$ cat src/rtl/flush_buf_pkg.sv
package flush_buf_pkg;
  typedef logic [1:0] lvl_t;
  localparam lvl_t LVL_MAX = 2'd2;

  function automatic lvl_t clamp_lvl(input logic [2:0] code);
    return (code > 3'd2) ? LVL_MAX : lvl_t'(code[1:0]);
  endfunction
endpackage

$ cat src/rtl/flush_buf_cfg.sv
module flush_buf_cfg
  import flush_buf_pkg::*;
#(
  parameter int TW      = 16,
  parameter int TMO_RST = 64,
  parameter int LVL_RST = 1
) (
  input  logic          clk_i,
  input  logic          rst_ni,
  input  logic          we_i,
  input  logic [2:0]    level_i,
  input  logic [TW-1:0] tmo_i,
  output lvl_t          level_o,
  output logic [TW-1:0] tmo_o
);
  lvl_t          level_q;
  logic [TW-1:0] tmo_q;

  always_ff @(posedge clk_i or negedge rst_ni) begin
    if (!rst_ni) begin
      level_q <= lvl_t'(LVL_RST);
      tmo_q   <= TW'(TMO_RST);
    end else if (we_i) begin
      level_q <= clamp_lvl(level_i);
      tmo_q   <= tmo_i;
    end
  end

  assign level_o = level_q;
  assign tmo_o   = tmo_q;

  assert_level_legal_R3: assert property (@(posedge clk_i) disable iff (!rst_ni)
    level_q <= LVL_MAX);
endmodule

$ cat src/rtl/flush_buf_fifo.sv
module flush_buf_fifo #(
  parameter int W     = 32,
  parameter int DEPTH = 16,
  parameter int CW    = $clog2(DEPTH + 1)
) (
  input  logic          clk_i,
  input  logic          rst_ni,
  input  logic          push_i,
  input  logic [W-1:0]  push_data_i,
  input  logic          push_last_i,
  input  logic          pop_i,
  output logic [W-1:0]  pop_data_o,
  output logic          pop_last_o,
  output logic [CW-1:0] count_o,
  output logic [CW-1:0] pkts_o
);
  localparam int AW = (DEPTH > 1) ? $clog2(DEPTH) : 1;

  logic [W:0]    mem [DEPTH];
  logic [AW-1:0] wptr_q, rptr_q;
  logic [CW-1:0] count_q, pkts_q;

  always_ff @(posedge clk_i) begin
    if (push_i) mem[wptr_q] <= {push_last_i, push_data_i};
  end

  always_ff @(posedge clk_i or negedge rst_ni) begin
    if (!rst_ni) begin
      wptr_q  <= '0;
      rptr_q  <= '0;
      count_q <= '0;
      pkts_q  <= '0;
    end else begin
      if (push_i) wptr_q <= (wptr_q == AW'(DEPTH - 1)) ? '0 : wptr_q + 1'b1;
      if (pop_i)  rptr_q <= (rptr_q == AW'(DEPTH - 1)) ? '0 : rptr_q + 1'b1;
      count_q <= count_q + CW'(push_i) - CW'(pop_i);
      pkts_q  <= pkts_q + CW'(push_i && push_last_i) - CW'(pop_i && pop_last_o);
    end
  end

  assign pop_data_o = mem[rptr_q][W-1:0];
  assign pop_last_o = mem[rptr_q][W];
  assign count_o    = count_q;
  assign pkts_o     = pkts_q;

  assert_no_overflow_R8: assert property (@(posedge clk_i) disable iff (!rst_ni)
    push_i |-> count_q < CW'(DEPTH));
  assert_no_underflow_R5: assert property (@(posedge clk_i) disable iff (!rst_ni)
    pop_i |-> count_q != '0);
endmodule

$ cat src/rtl/flush_buf_ctrl.sv
module flush_buf_ctrl
  import flush_buf_pkg::*;
#(
  parameter int DEPTH = 16,
  parameter int CW    = $clog2(DEPTH + 1),
  parameter int TW    = 16,
  parameter int THR0  = 4,
  parameter int THR1  = 8,
  parameter int THR2  = 16
) (
  input  logic          clk_i,
  input  logic          rst_ni,
  input  lvl_t          level_i,
  input  logic [TW-1:0] tmo_i,
  input  logic [CW-1:0] count_i,
  input  logic [CW-1:0] pkts_i,
  input  logic          out_fire_i,
  input  logic          out_last_i,
  output logic          drain_o
);
  logic [CW-1:0] thr, left_q;
  logic [TW-1:0] tmr_q;
  logic          drain_q, wm_hit, tmo_hit, start;

  always_comb begin
    unique case (level_i)
      2'd0:    thr = CW'(THR0);
      2'd1:    thr = CW'(THR1);
      default: thr = CW'(THR2);
    endcase
  end

  assign wm_hit  = count_i >= thr;
  assign tmo_hit = tmr_q >= tmo_i;
  assign start   = !drain_q && (pkts_i != '0) && (wm_hit || tmo_hit);

  // timer runs only while words wait outside a burst
  always_ff @(posedge clk_i or negedge rst_ni) begin
    if (!rst_ni)                        tmr_q <= '0;
    else if (drain_q || count_i == '0)  tmr_q <= '0;
    else if (!tmo_hit)                  tmr_q <= tmr_q + 1'b1;
  end

  always_ff @(posedge clk_i or negedge rst_ni) begin
    if (!rst_ni) begin
      drain_q <= 1'b0;
      left_q  <= '0;
    end else if (start) begin
      drain_q <= 1'b1;
      left_q  <= pkts_i;
    end else if (drain_q && out_fire_i && out_last_i) begin
      if (left_q == CW'(1)) drain_q <= 1'b0;
      left_q <= left_q - 1'b1;
    end
  end

  assign drain_o = drain_q;

  assert_burst_ends_on_boundary_R5: assert property (@(posedge clk_i) disable iff (!rst_ni)
    $fell(drain_q) |-> $past(out_fire_i && out_last_i));
  assert_burst_has_packet_R7: assert property (@(posedge clk_i) disable iff (!rst_ni)
    $rose(drain_q) |-> left_q != '0);
endmodule

$ cat src/rtl/flush_buffer.sv
module flush_buffer
  import flush_buf_pkg::*;
#(
  parameter int W       = 32,
  parameter int DEPTH   = 16,
  parameter int TW      = 16,
  parameter int TMO_RST = 64,
  parameter int THR0    = 4,
  parameter int THR1    = 8,
  parameter int THR2    = 16
) (
  input  logic          clk_i,
  input  logic          rst_ni,
  input  logic          cfg_we_i,
  input  logic [2:0]    cfg_level_i,
  input  logic [TW-1:0] cfg_tmo_i,
  output logic [1:0]    cfg_level_o,
  output logic [TW-1:0] cfg_tmo_o,
  input  logic          in_valid_i,
  output logic          in_ready_o,
  input  logic [W-1:0]  in_data_i,
  input  logic          in_last_i,
  output logic          out_valid_o,
  input  logic          out_ready_i,
  output logic [W-1:0]  out_data_o,
  output logic          out_last_o
);
  localparam int CW = $clog2(DEPTH + 1);

  lvl_t          level;
  logic [CW-1:0] count, pkts;
  logic          drain, push, pop, full;

  assign cfg_level_o = level;

  flush_buf_cfg #(.TW(TW), .TMO_RST(TMO_RST), .LVL_RST(1)) i_cfg (
    .clk_i, .rst_ni,
    .we_i(cfg_we_i), .level_i(cfg_level_i), .tmo_i(cfg_tmo_i),
    .level_o(level), .tmo_o(cfg_tmo_o)
  );

  assign full        = count == CW'(DEPTH);
  assign in_ready_o  = !full && !drain;
  assign push        = in_valid_i && in_ready_o;
  assign out_valid_o = drain && (count != '0);
  assign pop         = out_valid_o && out_ready_i;

  flush_buf_fifo #(.W(W), .DEPTH(DEPTH), .CW(CW)) i_fifo (
    .clk_i, .rst_ni,
    .push_i(push), .push_data_i(in_data_i), .push_last_i(in_last_i),
    .pop_i(pop), .pop_data_o(out_data_o), .pop_last_o(out_last_o),
    .count_o(count), .pkts_o(pkts)
  );

  flush_buf_ctrl #(.DEPTH(DEPTH), .CW(CW), .TW(TW),
                   .THR0(THR0), .THR1(THR1), .THR2(THR2)) i_ctrl (
    .clk_i, .rst_ni,
    .level_i(level), .tmo_i(cfg_tmo_o),
    .count_i(count), .pkts_i(pkts),
    .out_fire_i(pop), .out_last_i(out_last_o),
    .drain_o(drain)
  );

  assert_out_stable_R6: assert property (@(posedge clk_i) disable iff (!rst_ni)
    (out_valid_o && !out_ready_i) |=> (out_valid_o && $stable(out_data_o) && $stable(out_last_o)));
endmodule

$ cat config.mk
export PLATFORM = sky130hd
export DESIGN_NAME = flush_buffer
export DESIGN_NICKNAME = d
export VERILOG_FILES = /design/src/rtl/flush_buf_pkg.sv /design/src/rtl/flush_buf_cfg.sv /design/src/rtl/flush_buf_fifo.sv /design/src/rtl/flush_buf_ctrl.sv /design/src/rtl/flush_buffer.sv
export SDC_FILE = /design/constraint.sdc
export NUM_CORES = 1
export LEC_CHECK = 0
export ABC_CLOCK_PERIOD_IN_PS = 10100
export BUFFER_PORTS_ARGS = -buffer_cell sky130_fd_sc_hd__buf_4
export CAP_MARGIN = 20
export CORE_MARGIN = 4
export CORE_UTILIZATION = 60
export DETAILED_ROUTE_END_ITERATION = 8
export GPL_TIMING_DRIVEN = 0
export PLACE_DENSITY = 0.78
export SLEW_MARGIN = 0
export SYNTH_ARGS = -nofsm -noshare
export SYNTH_HDL_FRONTEND = slang
export SYNTH_SLANG_ARGS = --single-unit
$ cat constraint.sdc
create_clock -name clk_i -period 10.1 [get_ports clk_i]
set_input_delay 2.02 -clock clk_i [delete_from_list [all_inputs] [get_ports clk_i]]
set_output_delay 2.02 -clock clk_i [all_outputs]
set_load 0.005 [all_outputs]
Word-level counts from Yosys, hierarchy flattened
Memory sizes are Yosys's and may differ from the RTL's.
Index checks and enable logic that the tools add are counted.
{ "classes": {"n_addsub": 8, "mul": 0, "div": 0, "magnitude_cmp": 3, "n_eq_ne": 6, "n_shift": 0, "mux": 13, "bitwise_logic": 0, "reduce_logical": 21} }
{ "op_table": {"columns": ["cell", "count"], "rows": [
  ["$mux W16", 2],
  ["$add A16 B1 Y16 const B", 1],
  ["$ge A16 B16 Y1", 1],
  ["$add A5 B1 Y5", 2],
  ["$logic_and A1 B1 Y1", 10],
  ["$mux W5", 2],
  ["$pmux W5 S2", 1],
  ["$reduce_bool A5 Y1", 2],
  ["$sub A5 B1 Y5", 2],
  ["$add A4 B1 Y4 const B", 2],
  ["$eq A4 B4 Y1 const B", 2],
  ["$mux W4", 2],
  ["$eq A5 B1 Y1 const B", 1],
  ["$eq A5 B5 Y1 const B", 1],
  ["$ge A5 B5 Y1", 1],
  ["$logic_not A5 Y1", 1],
  ["$mux W1", 5],
  ["$sub A5 B1 Y5 const B", 1],
  ["$reduce_bool A2 Y1", 2],
  ["$gt A3 B2 Y1 const B", 1],
  ["$eq A2 B1 Y1 const B", 1],
  ["$logic_not A1 Y1", 2],
  ["$logic_not A2 Y1", 1],
  ["$logic_or A1 B1 Y1", 2],
  ["other kinds (3)", 3]
]} }
{ "word_totals": {"register_bits": 58, "latchBits": 0, "mem_bits_rw": 528, "romBits": 0, "in_bits": 57, "out_inout_bits": 53, "mem_count": 1} }
{ "memory_table": {"columns": ["name", "words", "word_bits", "read_ports", "rd_ports_with_merged_regs", "wr", "line", "text"], "rows": [
  ["i_fifo.mem", 16, 33, 1, 0, 1, "flush_buf_fifo.sv:19", "logic [W:0] mem [DEPTH];"]
]} }

Longest topological paths before layout
{ "depth": {"word_depth": 7, "depth_mapped": 14, "mapped_depth_nobuf": 14} }

Hierarchy
A second synthesis with hierarchy kept.
{ "hier_totals": {"hier_cells": 1161, "hier_area_um2": 23334.9} }
{ "modules_own_cells": {"columns": ["mod", "n_inst", "cells_per_inst", "area_per_inst_um2", "seq_area_each_um2"], "rows": [
  ["flush_buf_fifo", 1, 927, 20856.3, 16305.6],
  ["flush_buf_ctrl", 1, 185, 1684.1, 550.5],
  ["flush_buf_cfg", 1, 41, 745.7, 452.9],
  ["flush_buffer", 1, 8, 48.8, 0.0]
]} }

Worst setup path after synthesis
OpenSTA, ideal clock, no wires.
{ "synth_timing": {"kind": "input to register", "from": "input port in_valid_i", "to": "memory i_fifo.mem[3][0] (netlist bit), enable pin", "setup_ns": 0.464, "arrival_time_ns": 4.832, "required_time_ns": 9.636, "setup_slack_ns": 4.804, "stages": 4, "cell_sequence": "and2_1 > clkbuf_1 > nand2_1 > nor3_1"} }
{ "synth_between": {"elab_chain_len": 3} }
{ "synth_lines": {"columns": ["element", "line", "text"], "rows": [
  ["start: declaration", "flush_buffer.sv:19", "input logic in_valid_i,"],
  ["$logic_and A1 B1 Y1", "flush_buffer.sv:44", "assign push = in_valid_i && in_ready_o;"],
  ["$mux W1", "flush_buf_fifo.sv:24", "if (push_i) mem[wptr_q] <= {push_last_i, push_data_i};"],
  ["$mux W1 (implied by the code)", "flush_buf_fifo.sv:24", null],
  ["end: declaration", "flush_buf_fifo.sv:19", null]
]} }
No other way between the ends.

Worst setup path after layout
{ "layout_timing": {"from": "register i_fifo.rptr_q[1]", "to": "output port out_data_o[21]"} }
{ "layout_between": {"elab_chain_len": 1} }
{ "layout_lines": {"columns": ["element", "line", "text"], "rows": [
  ["start: declaration", "flush_buf_fifo.sv:20", "logic [AW-1:0] wptr_q, rptr_q;"],
  ["start signal: assignment", "flush_buf_fifo.sv:35", "if (pop_i) rptr_q <= (rptr_q == AW'(DEPTH - 1)) ? '0 : rptr_q + 1'b1;"],
  ["$mem_v2 Z16 W33", null, null],
  ["end: declaration", "flush_buffer.sv:25", "output logic [W-1:0] out_data_o,"]
]} }
No other way between the ends.

==> impl_metrics.tcl <==
set metrics [dict create \
    die_area_sq_mm 0.0421 \
    period_minus_slack_ns 5.91 \
    coreArea_sq_mm 0.0380 \
    regToRegStartpoint "i_fifo.count_o[2]$_DFF_PN0_" \
    dp_slack_ns 4.91 \
    num_vias 12067 \
    worst_slack_ns 4.19 \
    grt-ovfl-total 0 \
    syn2layout_area_growth_pct 16.7 \
    syn_area_per_cell_sq_um 20.8 \
    synth-compound-area-share_pct 1.74 \
    portBuffers 108 \
    synthSimpleGateAreaFrac_pct 2.86 \
    start_util_pct 61.3 \
    timing_worst_setup_path_type "flip-flop to output pin" \
    synth.top_cells.by_count "528 x edfxtp_1, 164 x mux4_2, 56 x dfrtp_1" \
    vias_per_cell 6.42 \
    yosysSeqAreaShare_pct 74.3 \
    synth_top_family_by_area "multiplexers" \
    detailed_place_hpwl_microns 32800 \
    hold_viol_final 0 \
    grt_start_max_net_pins 59 \
    synth_edf_count 528 \
    setup_viol 0 \
    cts_sinks 586 \
    drive_gt1_share_pct 31.0 \
    clock_latency_ns 0.61 \
    synth_seq_cells 586 \
    p_leak_nw 9.20 \
    netlist.area_leader.share_pct 68.0 \
    ys_types 43 \
    rsz0062_at_grt "false" \
    gp_congestion 0.880 \
    fillers 2237 \
    drc_errors 0 \
    cts-buffers-inserted 55 \
    wl_per_cell_microns 29.1 \
    synth-xor-area-share_pct 0.526 \
    status "completed" \
    root_buffer "clkbuf_16" \
    hold_end "i_cfg.level_o[0]$_DFFE_PN1P_" \
    fin_tns_setup_ns 0 \
    synth.yosys.warnings 0 \
    worst_slew_pin_slew_ns 1.07 \
    synth_top_area_cell "edfxtp_1" \
    ys.flop_type "edfxtp_1" \
    synth_mux_area_share_pct 16.8 \
    yosysMostFrequentCell "edfxtp_1" \
    first_pass_iters 5 \
    syn-num-nets 1221 \
    fp.dieH_microns 205 \
    max_cap_viol_count 0 \
    end_kind "output pin" \
    antenna_found_initial 0 \
    finalCritPeriodShare_pct 58.5 \
    worstPathMaxFanout 10 \
    r2r_cells 14 \
    whs_path_depth 2 \
    regToRegSetupSlack_ns 6.40 \
    r2r-end "i_fifo.pkts_o[4]$_DFF_PN0_" \
    drtIter0Drc 1483 \
    grt_use_total_pct 26.8 \
    synth-adder-area-share_pct 2.27 \
    syn_area_sq_mm 0.0233 \
    hp-class "flip-flop to flip-flop" \
    synth.area.top_cells "edfxtp_1 68%, mux4_2 16%, dfrtp_1 6.0%" \
    synthCells 1123 \
    maxSlewViolCount 0 \
    cp.arrival_ns 3.89 \
    cts_hold_buf 0 \
    post_cts_buffers 0 \
    worstHoldStart "i_cfg.level_o[0]$_DFFE_PN1P_" \
    rows 71 \
    nets 1421 \
    ant_nets 0 \
    fmax_mhz 169 \
    ir_worst_vdd_v 0.000177 \
    grt_pass1_vias 12678 \
    path_clk_slew_ns 0.07 \
    maxSlewHeadroom_pct 28.0 \
    final_area_sq_mm 0.0272 \
    routed_wl_microns 54700 \
    die_w_microns 205 \
    cp-start-kind "flip-flop" \
    postCtsResizedCells 0 \
    clk_path_buf_depth 3 \
    cts_max_level 2 \
    powerDensity_mw_per_mm2 257 \
    fin_skew_ns 0.0153 \
    grt_pass1_wl_microns 81400 \
    ys_async_sr_fraction_pct 9.90 \
    required_ns 8.08 \
    place_area_sq_mm 0.0254 \
    tritoncts "done" \
    io_pins 110 \
]
-- layout make-up --
type	instances	area [sq um]	area share [%]
sequential	586	17300	63.6
multi-input combinational	446	5750	21.1
clock buffer	73	1480	5.42
timing repair buffer	143	1420	5.22
tap	511	639	2.35
clock inverter	29	245	0.902
buffer	53	218	0.800
inverter	38	143	0.524
antenna	1	2.50	0.00920
-- power by group --
| part | total [mW] | internal, mW | switching, mW |
|---|---|---|---|
| Combinational | 2.20 | 1.09 | 1.10 |
| Clock | 1.98 | 1.09 | 0.893 |
| Sequential | 2.82 | 2.75 | 0.0617 |
-- critical path, stage by stage, from the launching register on --
cell,delay [ns]
dfrtp_1,0.36
clkbuf_1,0.52
clkbuf_1,0.45
clkbuf_1,0.79
mux4_2,0.42
mux4_2,0.55
buf_4,0.17
-- flip-flops by register name, indices dropped and copies added, names as in the netlist --
register and count:
i_cfg.level_o 2, i_cfg.tmo_o 16, i_ctrl.drain_o 1, i_ctrl.left_q 5, i_ctrl.tmr_q 16, i_fifo.count_o 5
i_fifo.mem 528, i_fifo.pkts_o 5, i_fifo.rptr_q 4, i_fifo.wptr_q 4
-- stage by stage --
stage | power [mW] | hold WS, ns | util, % | cells
after floorplan | 4.21 | 0.487 | - | 1123
after global placement | 4.90 | 0.504 | 65.1 | 1742
after detailed placement | 5.01 | 0.520 | 66.8 | 1773
after CTS | 7.01 | 0.529 | 71.4 | 1875
after global routing | 7.28 | 0.557 | 71.5 | 1879
final | 7.00 | 0.527 | 71.5 | 1880
-- per-layer routing --
layer,vias to the layer above,global-route usage (%),wire length [microns]
met1,6267,37.1,20400
li1,4997,-,-
met5,-,0,0
met3,114,5.67,4930
met2,689,44.0,27700
met4,0,8.13,1560
-- cells in the final DEF (no fill, tap or decap), types with 3 or more instances in the layout --
cell,n
edfxtp_1,528
mux4_2,164
buf_4,110
clkbuf_16,56
dfrtp_1,56
clkbuf_1,51
nand2_1,44
ha_1,39
inv_1,38
o21ai_0,25
a21oi_1,21
nor2_1,19
nand3_1,18
nor2_4,12
mux2i_1,12
buf_6,12
clkinv_1,12
buf_16,10
buf_2,9
xnor2_1,9
mux2_2,9
or3_1,9
buf_8,9
buf_1,8
clkinv_2,7
nand4_1,6
xor2_1,5
a21o_1,5
and3_1,5
nor3_1,5
nor3_2,4
o31ai_1,4
or4_1,4
nand2b_1,3
nor4_1,3
buf_12,3
-- worst max-delay path by stage --
stage / cells past startpoint / end / slack (ns) / from
3_3_place_gp: 5 / i_fifo.mem[2][15]$_DFFE_PP_ / 1.81 / in_valid_i
2_1_floorplan: 4 / i_fifo.mem[3][0]$_DFFE_PP_ / 4.80 / in_valid_i
5_1_grt: 6 / out_data_o[21] / 4.04 / i_fifo.rptr_q[1]$_DFFE_PN0P_
3_5_place_dp: 6 / out_data_o[21] / 4.91 / i_fifo.rptr_q[1]$_DFFE_PN0P_
4_1_cts: 6 / out_data_o[21] / 4.19 / i_fifo.rptr_q[1]$_DFFE_PN0P_
6_report: 6 / out_data_o[21] / 4.19 / i_fifo.rptr_q[1]$_DFFE_PN0P_
-- logic make-up after synthesis --
| logic type | after synthesis |
|---|---|
| flops | 586 |
| mux | 185 |
| simple gates | 140 |
| buf+inv | 91 |
| compound gates | 66 |
| fa+ha+maj | 41 |
| xor+xnor | 14 |
Power figures use the tool's default switching activity.
